$ cat src/rtl/tlc_pkg.sv
`timescale 1ns/1ps
package tlc_pkg;
   // One decoded bus access; at most one field is set per cycle.
   typedef struct packed {
      logic steer;
      logic data;
      logic wb;
   } tlc_hit_t;

   localparam int unsigned TLC_SIDES     = 2;
   localparam int unsigned TLC_REGS_SIDE = 3;
endpackage

$ cat src/rtl/tlc_bus_decode.sv
`timescale 1ns/1ps
module tlc_bus_decode
   import tlc_pkg::*;
#(
   parameter int unsigned          ADDR_W     = 8,
   parameter logic [ADDR_W-1:0]    STEER_ADDR = 8'h70,
   parameter logic [ADDR_W-1:0]    DATA_ADDR  = 8'h71,
   parameter logic [ADDR_W-1:0]    WB_ADDR    = 8'h80
) (
   input  logic              wr_en,
   input  logic [ADDR_W-1:0] wr_addr,
   output tlc_hit_t          hit
);
   generate
      if ((STEER_ADDR == DATA_ADDR) || (STEER_ADDR == WB_ADDR) || (DATA_ADDR == WB_ADDR)) begin : g_bad_map
         $error("tlc_bus_decode: the three addresses must differ");
      end
   endgenerate

   always_comb begin
      hit.steer = wr_en && (wr_addr == STEER_ADDR);
      hit.data  = wr_en && (wr_addr == DATA_ADDR);
      hit.wb    = wr_en && (wr_addr == WB_ADDR);
   end
endmodule

$ cat src/rtl/tlc_steer_ctrl.sv
`timescale 1ns/1ps
module tlc_steer_ctrl #(
   parameter int unsigned DATA_W    = 8,
   parameter int unsigned NUM_SIDE  = 2,
   parameter int unsigned REGS_SIDE = 3,
   localparam int unsigned SIDE_W   = REGS_SIDE + 1,
   localparam int unsigned NUM_REG  = NUM_SIDE * REGS_SIDE
) (
   input  logic                clk,
   input  logic                rst,
   input  logic                hit_steer,
   input  logic                hit_data,
   input  logic [DATA_W-1:0]   wr_data,
   output logic [NUM_REG-1:0]  load,
   output logic [NUM_SIDE-1:0] hold
);
   generate
      if (NUM_SIDE * SIDE_W != DATA_W) begin : g_bad_layout
         $error("tlc_steer_ctrl: steering byte must hold REGS_SIDE selects plus one hold bit per side");
      end
   endgenerate

   logic [NUM_REG-1:0]  pend_q;
   logic [NUM_REG-1:0]  sel_new;
   logic [NUM_REG-1:0]  pick;
   logic [NUM_SIDE-1:0] track_new;
   logic [NUM_SIDE-1:0] track_q;

   // Unpack active-low select lines and the track bit of every side.
   for (genvar s = 0; s < NUM_SIDE; s++) begin : g_side
      for (genvar k = 0; k < REGS_SIDE; k++) begin : g_line
         assign sel_new[s*REGS_SIDE + k] = ~wr_data[s*SIDE_W + k];
      end
      assign track_new[s] = wr_data[s*SIDE_W + REGS_SIDE];
      assign hold[s]      = ~track_q[s];
   end

   // Lowest-numbered pending register wins.
   always_comb begin
      logic seen;
      pick = '0;
      seen = 1'b0;
      for (int i = 0; i < NUM_REG; i++) begin
         if (pend_q[i] && !seen) begin
            pick[i] = 1'b1;
         end
         seen = seen | pend_q[i];
      end
   end

   assign load = hit_data ? pick : '0;

   always_ff @(posedge clk) begin
      if (rst) begin
         pend_q  <= '0;
         track_q <= '1;
      end else if (hit_steer) begin
         pend_q  <= sel_new;
         track_q <= track_new;
      end else if (hit_data) begin
         pend_q  <= pend_q & ~pick;
      end
   end
endmodule

$ cat src/rtl/tlc_store_bank.sv
`timescale 1ns/1ps
module tlc_store_bank #(
   parameter int unsigned NUM_REG = 6,
   parameter int unsigned DATA_W  = 8,
   localparam int unsigned FLAT_W = NUM_REG * DATA_W
) (
   input  logic               clk,
   input  logic               rst,
   input  logic [NUM_REG-1:0] load,
   input  logic [DATA_W-1:0]  din,
   output logic [FLAT_W-1:0]  q_flat
);
   generate
      if (NUM_REG == 0) begin : g_bad_depth
         $error("tlc_store_bank: NUM_REG must be nonzero");
      end
   endgenerate

   for (genvar r = 0; r < NUM_REG; r++) begin : g_reg
      logic [DATA_W-1:0] q;
      always_ff @(posedge clk) begin
         if (rst) begin
            q <= '0;
         end else if (load[r]) begin
            q <= din;
         end
      end
      assign q_flat[r*DATA_W +: DATA_W] = q;
   end
endmodule

$ cat src/rtl/tlc_dac_map.sv
`timescale 1ns/1ps
module tlc_dac_map #(
   parameter int unsigned DATA_W   = 8,
   parameter int unsigned NUM_SIDE = 2,
   parameter int unsigned DAC_W    = 12,
   localparam int unsigned HALF    = DATA_W / 2,
   localparam int unsigned REGS_SIDE = 3,
   localparam int unsigned NUM_REG = NUM_SIDE * REGS_SIDE
) (
   input  logic [NUM_REG*DATA_W-1:0]  reg_flat,
   output logic [NUM_SIDE*DAC_W-1:0]  lo_flat,
   output logic [NUM_SIDE*DAC_W-1:0]  hi_flat
);
   generate
      if ((DATA_W % 2 != 0) || (DAC_W != DATA_W + HALF)) begin : g_bad_width
         $error("tlc_dac_map: DAC_W must be one and a half storage bytes");
      end
   endgenerate

   for (genvar s = 0; s < NUM_SIDE; s++) begin : g_side
      logic [DATA_W-1:0] lo_b;
      logic [DATA_W-1:0] mid_b;
      logic [DATA_W-1:0] hi_b;
      assign lo_b  = reg_flat[(s*REGS_SIDE + 0)*DATA_W +: DATA_W];
      assign mid_b = reg_flat[(s*REGS_SIDE + 1)*DATA_W +: DATA_W];
      assign hi_b  = reg_flat[(s*REGS_SIDE + 2)*DATA_W +: DATA_W];
      assign lo_flat[s*DAC_W +: DAC_W] = {mid_b[HALF-1:0], lo_b};
      assign hi_flat[s*DAC_W +: DAC_W] = {hi_b, mid_b[DATA_W-1:HALF]};
   end
endmodule

$ cat src/rtl/tune_load_ctrl.sv
`timescale 1ns/1ps
module tune_load_ctrl
   import tlc_pkg::*;
#(
   parameter int unsigned       ADDR_W     = 8,
   parameter int unsigned       DATA_W     = 8,
   parameter int unsigned       DAC_W      = 12,
   parameter logic [ADDR_W-1:0] STEER_ADDR = 8'h70,
   parameter logic [ADDR_W-1:0] DATA_ADDR  = 8'h71,
   parameter logic [ADDR_W-1:0] WB_ADDR    = 8'h80
) (
   input  logic              clk,
   input  logic              rst,
   input  logic              wr_en,
   input  logic [ADDR_W-1:0] wr_addr,
   input  logic [DATA_W-1:0] wr_data,
   output logic [DAC_W-1:0]  coarse_lo_dac,
   output logic [DAC_W-1:0]  coarse_hi_dac,
   output logic [DAC_W-1:0]  fine_lo_dac,
   output logic [DAC_W-1:0]  fine_hi_dac,
   output logic              coarse_hold,
   output logic              fine_hold,
   output logic              wb_en
);
   localparam int unsigned NUM_SIDE  = TLC_SIDES;
   localparam int unsigned REGS_SIDE = TLC_REGS_SIDE;
   localparam int unsigned NUM_REG   = NUM_SIDE * REGS_SIDE;

   generate
      if (NUM_SIDE != 2) begin : g_bad_sides
         $error("tune_load_ctrl: ports expose exactly a coarse and a fine side");
      end
   endgenerate

   tlc_hit_t                    hit;
   logic [NUM_REG-1:0]          load;
   logic [NUM_SIDE-1:0]         hold;
   logic [NUM_REG*DATA_W-1:0]   reg_flat;
   logic [NUM_SIDE*DAC_W-1:0]   lo_flat;
   logic [NUM_SIDE*DAC_W-1:0]   hi_flat;
   logic                        wb_q;

   tlc_bus_decode #(
      .ADDR_W(ADDR_W), .STEER_ADDR(STEER_ADDR),
      .DATA_ADDR(DATA_ADDR), .WB_ADDR(WB_ADDR)
   ) u_dec (
      .wr_en(wr_en), .wr_addr(wr_addr), .hit(hit)
   );

   tlc_steer_ctrl #(
      .DATA_W(DATA_W), .NUM_SIDE(NUM_SIDE), .REGS_SIDE(REGS_SIDE)
   ) u_steer (
      .clk(clk), .rst(rst), .hit_steer(hit.steer), .hit_data(hit.data),
      .wr_data(wr_data), .load(load), .hold(hold)
   );

   tlc_store_bank #(
      .NUM_REG(NUM_REG), .DATA_W(DATA_W)
   ) u_bank (
      .clk(clk), .rst(rst), .load(load), .din(wr_data), .q_flat(reg_flat)
   );

   tlc_dac_map #(
      .DATA_W(DATA_W), .NUM_SIDE(NUM_SIDE), .DAC_W(DAC_W)
   ) u_map (
      .reg_flat(reg_flat), .lo_flat(lo_flat), .hi_flat(hi_flat)
   );

   always_ff @(posedge clk) begin
      if (rst) begin
         wb_q <= 1'b0;
      end else begin
         wb_q <= hit.wb;
      end
   end

   assign coarse_lo_dac = lo_flat[0 +: DAC_W];
   assign coarse_hi_dac = hi_flat[0 +: DAC_W];
   assign fine_lo_dac   = lo_flat[DAC_W +: DAC_W];
   assign fine_hi_dac   = hi_flat[DAC_W +: DAC_W];
   assign coarse_hold   = hold[0];
   assign fine_hold     = hold[1];
   assign wb_en         = wb_q;
endmodule

$ cat config.mk
export PLATFORM = sky130hd
export DESIGN_NAME = tune_load_ctrl
export DESIGN_NICKNAME = d
export VERILOG_FILES = /design/src/rtl/tlc_pkg.sv /design/src/rtl/tlc_bus_decode.sv /design/src/rtl/tlc_steer_ctrl.sv /design/src/rtl/tlc_store_bank.sv /design/src/rtl/tlc_dac_map.sv /design/src/rtl/tune_load_ctrl.sv
export SDC_FILE = /design/constraint.sdc
export NUM_CORES = 1
export LEC_CHECK = 0
export ABC_AREA = 1
export BUFFER_PORTS_ARGS = -buffer_cell sky130_fd_sc_hd__buf_4
export CAP_MARGIN = 0
export CORE_UTILIZATION = 45
export DETAILED_ROUTE_END_ITERATION = 10
export PLACE_DENSITY = 0.82
export SLEW_MARGIN = 20
export SYNTH_ARGS = -nofsm -noshare
export SYNTH_HDL_FRONTEND = slang
export SYNTH_SLANG_ARGS = --single-unit
$ cat constraint.sdc
create_clock -name clk -period 1.36 [get_ports clk]
set_clock_uncertainty 0.2 [all_clocks]
set_input_delay 0.272 -clock clk [delete_from_list [all_inputs] [get_ports clk]]
set_output_delay 0.272 -clock clk [all_outputs]
set_load 0.02 [all_outputs]
* Word level (Yosys, flattened, before mapping)
Index checks and enable logic that the tools add are counted.
** Storage, ports and cells
- Input port bits :: 19
- Output and inout port bits :: 51
- Word-level logic and storage cells :: 49
- Register bits :: 57
** Operators by class
- Reduce and logical (&&, ||, !) cells :: 14
- Multiplexer cells :: 9
- Equality and inequality tests :: 3
- Bitwise logic cells :: 14
** Operators with widths (number)
- two-way mux 6 bit :: 3
- == test 8 x 7 -> 1 bit, second input constant :: 2
- == test 8 bit, second input constant :: 1
- logical AND 1 bit :: 8
- inverter 1 bit :: 8
- AND 6 bit :: 1
- two-way mux 1 bit :: 6
- inverter 6 bit :: 1
- logical NOT 1 bit :: 5
- bitwise OR 1 bit :: 4
- nonzero test 2 bit :: 1

* Longest topological paths before layout
Gate-level depths: netlist of run 1.
- Depth in word-level cells :: 11
- Mapped depth :: 8
- Mapped depth without buffers :: 7

* Cells and area by module
A second synthesis of run 1 with hierarchy kept.
** Second synthesis, totals
- Cells, all modules :: 387
- Area, all modules :: 2870.3 um^2
** Modules (own cells, without submodules)
- tlc_store_bank :: seq. area each 960.9 um^2, times used 1, cells each 266, area an instance 2015.7 um^2
- tlc_steer_ctrl :: seq. area each 160.2 um^2, times used 1, cells each 54, area an instance 386.6 um^2
- tlc_dac_map :: seq. area each 0.0 um^2, times used 1, cells each 48, area an instance 360.3 um^2
- tlc_bus_decode :: seq. area each 0.0 um^2, times used 1, cells each 16, area an instance 77.6 um^2
- tune_load_ctrl :: seq. area each 20.0 um^2, times used 1, cells each 3, area an instance 30.0 um^2

* Worst setup path after synthesis of run 1
No wires, ideal clock.
- Path type :: input -> register
- Start point :: input port wr_addr[3]
- End point :: register u_bank.g_reg[1].q[0]
- Required time :: 1.028 ns
- Arrival :: 1.082 ns
- Setup time :: 0.132 ns
- Stages on the path :: 7
- Path buffers :: 1
- Slack :: -0.054 ns
- Cell sequence :: nor2_2 -> nand3_2 -> nor2_8 -> buf_6 -> nand2_4 -> nand2_1 -> a21oi_1
** On the way
- Cells in the longest elaborated chain, start to end :: 3
** RTL lines
- start, declared :: line tune_load_ctrl.sv:15 : input logic [ADDR_W-1:0] wr_addr,
- == test 8 x 7 -> 1 bit :: line tlc_bus_decode.sv:22 : hit.data = wr_en && (wr_addr == DATA_ADDR);
- logical AND 1 bit :: line tlc_bus_decode.sv:22
- two-way mux 6 bit :: line tlc_steer_ctrl.sv:51 : assign load = hit_data ? pick : '0;
- end signal, assigned :: line tlc_store_bank.sv:25 : q <= din;
- end, declared :: line tlc_store_bank.sv:20 : logic [DATA_W-1:0] q;
Every way passes these cells.
A chain may end at the register's enable or synchronous reset.

* Worst setup path in the final report of run 1
- Start point :: register u_steer.pend_q[1]
- End point :: register u_bank.g_reg[2].q[0]
** On the way
- Cells in the longest elaborated chain, start to end :: 5
** RTL lines
- start, declared :: line tlc_steer_ctrl.sv:23 : logic [NUM_REG-1:0] pend_q;
- start signal, assigned :: line tlc_steer_ctrl.sv:58 : pend_q <= sel_new;
- start signal, assigned :: line tlc_steer_ctrl.sv:61 : pend_q <= pend_q & ~pick;
- bitwise OR 1 bit :: line tlc_steer_ctrl.sv:47 : seen = seen | pend_q[i];
- logical NOT 1 bit :: line tlc_steer_ctrl.sv:44 : if (pend_q[i] && !seen) begin
- logical AND 1 bit :: line tlc_steer_ctrl.sv:44
- two-way mux 1 bit :: line tlc_steer_ctrl.sv:44
- two-way mux 6 bit :: line tlc_steer_ctrl.sv:51
- end signal, assigned :: line tlc_store_bank.sv:25
- end, declared :: line tlc_store_bank.sv:20
Every way passes these cells.

==> results of run 1 <==
==> cell usage after synthesis, drive strengths merged <==
cell type / n
a21oi: 54
buf: 9
clkbuf: 5
dfxtp: 57
inv: 23
nand2: 81
nand3: 52
nand4: 3
nor2: 22
nor3: 1
o211ai: 2
o21ai: 1
==> placed cells by master (no fill, tap or decap), drive strengths merged <==
cell type  netlist  final
nor3             1      1
a21oi           54     54
nor2            22     24
nand2           81     81
clkinvlp         0      2
clkinv           0      3
clkbuf           5     11
nand3           52     52
buf              9     95
inv             23     23
o21ai            1      1
o211ai           2      2
dfxtp           57     57
nand4            3      3
==> registers in the layout (all words and copies together), names as in the netlist <==
register	flops
u_steer.track_q	2
u_bank.g.q	48
u_steer.pend_q	6
wb_en	1
==> through the flow <==
step / setup TNS (ns) / std cells
2_1_floorplan: -0.00248 / 310
3_3_place_gp: -7.53 / 459
3_5_place_dp: -8.57 / 459
4_1_cts: -1.12 / 477
5_1_grt: -4.40 / 479
6_report: -2.07 / 479
==> metal layers <==
layer	GRT usage, %	vias up	share of wire (%)
li1	-	1211	-
met1	29.5	1145	42
met2	40.6	90	48
met3	9.50	10	8.7
met4	8.18	0	1.1
met5	0	-	0
==> where the power goes <==
part	total, uW	switching, uW	internal [uW]	leakage [uW]
Combinational	173	106	67.2	0.000947
Clock	1440	692	748	0.0000911
Sequential	1670	0.229	1670	0.000461
==> cells by family after synthesis <==
group           Yosys count  share of synthesized area, %
compound gates           57                          12.1
buf+inv                  37                          7.87
flops                    57                          47.5
simple gates            159                          32.5
==> worst max-delay path: cells and delay by family, from the launching register on <==
family | cells | cell delay (ns)
buffers and inverters | 2 | 0.19
and+or+nand+nor | 4 | 0.55
DFF | 1 | 0.33
AOI/OAI and AO/OA | 1 | 0.06
==> final cells by class <==
type	count	area [sq um]	area share [%]
flip-flops and latches	57	1150	33.2
multi-input cells	218	1170	33.9
well taps	70	87.6	2.54
inverters	23	86.3	2.50
clock buffers	11	151	4.38
clock inverters	5	30.0	0.870
repair buffers	95	779	22.6
==> final timing paths <==
check                        from                   end  slack, ns  cells after the start
max             u_steer.pend_q[1]  u_bank.g_reg[2].q[0]       -0.1                      7
min                           rst                 wb_en       0.03                      4
max reg2reg     u_steer.pend_q[1]  u_bank.g_reg[2].q[0]       -0.1                      7
min reg2reg  u_bank.g_reg[0].q[3]  u_bank.g_reg[0].q[3]       0.26                      2
==> repair_timing <==
action,4_1_cts,5_1_grt
setup buffers,0,2
gates cloned,2,0
hold buffers,0,0
setup endpoints to repair,33,38
pin swaps,9,6
resized for setup,4,15
endpoints found under the hold margin,0,0
==> results.yml, run 1 <==
global_routing:
  grt_pass1_vias: 2301
  grt_pass1_wl_um: 10200
  grt_max_degree: 35
  grt_antenna_before_repair: 0
  grt_usage_pct: 24.6
  grt.overflow.total: 0
die:
  rows: 26
  start_util_pct: 47.0
  die_h_um: 75.0
  dieArea_sq_um: 5630
  die_w_um: 75.0
  ios: 70
  core-area_sq_um: 5110
logic_synthesis:
  synthTopCellsByArea: "dfxtp_1, nand2_1, a21oi_1"
  synth.top_cell.area_share_pct: 47.5
  yosys_warnings: 0
  avgSynthCellArea_sq_um: 7.75
  synthCells: 310
  synth.net_count: 329
  ys_ff_latch: 57
  synth_top_area_cell: "dfxtp_1"
  synthesis.area_sq_um: 2400
  yosysUniqueCellTypes: 22
  synth-seq-area-share_pct: 47.5
setup_path:
  worstSetupEndpointType: "flop"
  worstPathArrival_ns: 1.48
  start_kind: "flop"
  crit_slowest_cell: "dfxtp_2"
  path_cells: "nor2_4, buf_4, inv_2, nor2_4, nand2_4, nand2_2, a21oi_1"
  worstPathMaxFanout: 8
  crit_path_frequent_cell: "nor2_4"
  critPathMaxStageDelay_ns: 0.33
  criticalPathCategory: "reg -> reg"
  crit_required_ns: 1.38
sta:
  fmax_mhz: 686
  layout_setup_ws_ns: -0.0988
  slew_viol_final: 0
  worst_pin_slew_ns: 0.315
  rsz0062_at_grt: "yes"
  post-route-period-util_pct: 107
  setup_viol: 32
  finalHoldViolations: 0
  fin_crit_ns: 1.46
  holdWs_ns: 0.0274
  slew_headroom_pct: 78.9
clocking:
  cts_max_path_buffers: 2
  clk_latency_ns: 0.35
  cts_buffers: 9
  clock-sinks: 57
  cts_tree: "done"
  cts_htree_levels: 3
  path_clk_slew_ns: 0.07
  clockRootBuffer: "clkbuf_8"
placed_design:
  portBuffers: 69
  gp_congestion: 0.806
  dp_hpwl_um: 4370
  placed_area_sq_um: 3190
  preCtsSetupSlack_ns: -0.227
routing:
  drc: 0
  viasPerCell: 5.13
  wl_um: 6540
  first_pass_iters: 4
  wl_per_cell_um: 13.6
  drtIter0Drc: 150
  dr_total_vias: 2456
  ant_nets: 0
pwr:
  power_density_nw_per_um2: 951
  p_leak_uw: 0.00150
  p_total_uw: 3280
  ir_worst_vdd_uv: 651
final_layout:
  n_fill_cell: 446
  diodes: 0
  finalNetCount: 423
  synthToLayoutAreaGrowth_pct: 43.8
  drive_above_1_share_pct: 37.2
  fin_area_sq_um: 3450
  finish.utilization_pct: 67.6
run_status:
  violations: "setup timing"
  status: "finished with violations"
run:
  cap_violations: 0
min_path:
  hold_path.class: "in -> reg"
No activity file was read; power rests on OpenSTA's default activity.
==> run 2: changes to the inputs <==
--- a/config.mk
+++ b/config.mk
@@ -5,7 +5,6 @@
 export SDC_FILE = /design/constraint.sdc
 export NUM_CORES = 1
 export LEC_CHECK = 0
-export ABC_AREA = 1
 export BUFFER_PORTS_ARGS = -buffer_cell sky130_fd_sc_hd__buf_4
 export CAP_MARGIN = 0
 export CORE_UTILIZATION = 45
==> run 2 against run 1 <==
Net effect: the run still ends with setup timing left; synthesized area increased by 0.42%; worst setup slack got worse by 0.51 ns; cell area increased by 7.5%; sequential cell count unchanged; fmax decreased by 26%; register-to-register slack got worse by 0.51 ns; sequential share of layout area decreased by 2.2 points; routed wire length decreased by 0.32%; sequential power about the same; combinational power increased by 34%; critical endpoint is now u_bank.g_reg[4].q[2]; worst hold slack got worse by 0.016 ns.
==> results.yml, run 2 <==
run_status:
  status: "finished with violations"
  violations: "setup timing"
clocking:
  clockRootBuffer: "clkbuf_8"
  cts_tree: "done"
  cts_buffers: 9
  clock-sinks: 57
  clk_latency_ns: 0.33
  cts_htree_levels: 3
  cts_max_path_buffers: 2
  path_clk_slew_ns: 0.06
logic_synthesis:
  synth.top_cells.by_count: "nand2b_1, dfxtp_1, mux2i_1"
  synth.top_cell.area_share_pct: 47.3
  synthesis.area_sq_um: 2410
  ys_ff_latch: 57
  avgSynthCellArea_sq_um: 10.7
  synth_top_area_cell: "dfxtp_1"
  ys_async_sr_fraction_pct: 0
  yosysUniqueCellTypes: 27
  synthCells: 226
  yosys.cell_count.top_type: "nand2b_1"
  synth_flop_cell: "dfxtp_1"
  synth.net_count: 245
  yosys_warnings: 0
  synth_edf_count: 0
  synthTopCellsByArea: "dfxtp_1, mux2i_1, nand2b_1"
  synth-seq-area-share_pct: 47.3
sta:
  rsz0062_at_grt: "yes"
  slew_viol_final: 0
  setup_viol: 56
  fin_crit_ns: 1.97
  worst_pin_slew_ns: 0.381
  tns_ns: -22.16
  slew_headroom_pct: 74.6
  layout_setup_ws_ns: -0.611
  finalHoldViolations: 0
  fmax_mhz: 507
  post-route-period-util_pct: 145
pwr:
  p_leak_uw: 0.00180
  ir_worst_vdd_uv: 677
  power_density_nw_per_um2: 1030
routing:
  drc: 0
  wl_per_cell_um: 16.1
  dr_total_vias: 2071
  wl_um: 6520
  viasPerCell: 5.11
  ant_nets: 0
  drtIter0Drc: 108
  first_pass_iters: 4
die:
  die_w_um: 75.2
  ios: 70
  die_h_um: 75.2
  core-area_sq_um: 5140
  dieArea_sq_um: 5650
  rows: 26
  start_util_pct: 46.9
min_path:
  min_delay_path_depth: 2
  hold_path_end: "wb_en"
  hp-start: "wr_addr[7]"
  hold_path.class: "in -> reg"
setup_path:
  worstPathMaxFanout: 8
  crit_required_ns: 1.42
  r2r_slack_ns: -0.61
  start_kind: "flop"
  worstPathArrival_ns: 2.03
  r2r_start: "u_steer.pend_q[3]"
  regToRegEndpoint: "u_bank.g_reg[4].q[2]"
  r2r.worst_path.cells: 3
  worstSetupEndpointType: "flop"
  criticalPathCategory: "reg -> reg"
final_layout:
  diodes: 0
  finalNetCount: 349
  largest_reg_flops: 48
  largestRegisters: "u_bank.g.q (48), u_steer.pend_q (6), u_steer.track_q (2)"
  layout_commonest_cell: "buf_4"
  mostFrequentLayoutCells: "buf_4, nand2b_1, dfxtp_1, mux2i_1, buf_6"
  final_cell_count_no_fill: 405
  synthToLayoutAreaGrowth_pct: 54.0
  drive_above_1_share_pct: 45.4
  top_register: "u_bank.g.q"
global_routing:
  grt_usage_pct: 25.2
  grt_max_degree: 26
  grt.overflow.total: 0
  grt_pass1_vias: 2061
  grt_pass1_wl_um: 10200
  grt_antenna_before_repair: 0
placed_design:
  dp_hpwl_um: 4110
  preCtsSetupSlack_ns: -0.710
  portBuffers: 69
  dpl.cell_count: 377
  gp_congestion: 0.789
run:
  cap_violations: 0
-- run 2: cell count changes after synthesis, sizes merged, moves of 3 or more --
cell	delta
nand2	-76
nand2b	+60
a21oi	-53
nand3	-52
mux2i	+50
inv	-21
nor2	-18
or4	+8
clkbuf	+5
o32ai	+4
a211oi	+3
nand4	-3
or3	+3
-- run 2: layout make-up --
class                   count  area (sq um)
clock inverters             6           105
multi-input cells         151          1300
clock buffers              10           138
well taps                  70          87.6
flip-flops and latches     57          1150
repair buffers            109           926
fillers                   385          1430
inverters                   2          7.51
-- run 2: cell families (layout without fill, tap and decap cells) --
kind of cell / Yosys count / count (layout) / synth area share [%]
AND/OR/NAND/NOR: 88 / 89 / 24.0
flip-flops: 57 / 57 / 47.3
multiplexers: 50 / 50 / 20.8
buffers and inverters: 19 / 127 / 4.36
AO/OA/AOI/OAI: 12 / 12 / 3.58
-- run 2: worst max path at each step --
stage / endpoint / depth (start not counted) / slack [ns] / startpoint
floorplan: u_bank.g_reg[2].q[0] / 4 / -0.57 / wr_addr[1]
global placement: u_bank.g_reg[5].q[5] / 4 / -0.68 / wr_addr[1]
detailed placement: u_bank.g_reg[5].q[1] / 4 / -0.71 / wr_addr[1]
CTS: u_bank.g_reg[5].q[1] / 3 / -0.58 / u_steer.pend_q[3]
global route: u_bank.g_reg[4].q[1] / 3 / -0.64 / u_steer.pend_q[3]
finish: u_bank.g_reg[4].q[2] / 3 / -0.61 / u_steer.pend_q[3]
-- run 2: report_power, final --
part / switching, uW / internal, uW
registers: 0.234 / 1670
logic: 111 / 121
clock network: 679 / 1260
total: 790 / 3050
-- run 2: repair_timing --
action | 4_1_cts | 5_1_grt
hold buffers | 4 | 0
hold endpoints to repair | 5 | 0
gates cloned | 1 | 0
pin swaps | 11 | 7
gates resized for setup | 22 | 16
setup buffers | 7 | 5
endpoints found under the setup margin | 56 | 59
-- run 2: metal layers --
layer	vias up	track usage (%)	wire length (um)	share of wire [%]
li1	986	-	-	-
met1	994	32.4	2910	45
met2	79	38.7	3060	47
met3	12	6.29	379	5.8
met4	0	14.0	165	2.5
met5	-	0	0	0
-- run 2: through the flow --
stage	power, uW	instance area (sq um)	utilization, %	hold slack, ns
6_report	3840	3710	72.2	0.0112
5_1_grt	3940	3710	72.2	0.00121
4_1_cts	3840	3660	71.2	-0.00547
3_5_place_dp	1910	3230	62.9	0.266
3_3_place_gp	1900	3230	62.9	0.260
2_1_floorplan	1790	2490	-	0.189
-- run 2: worst max-delay path: stages, from the launching register on --
cell	delay, ns
dfxtp_2	0.33
or4_4	0.55
or4_4	0.60
mux2i_1	0.21
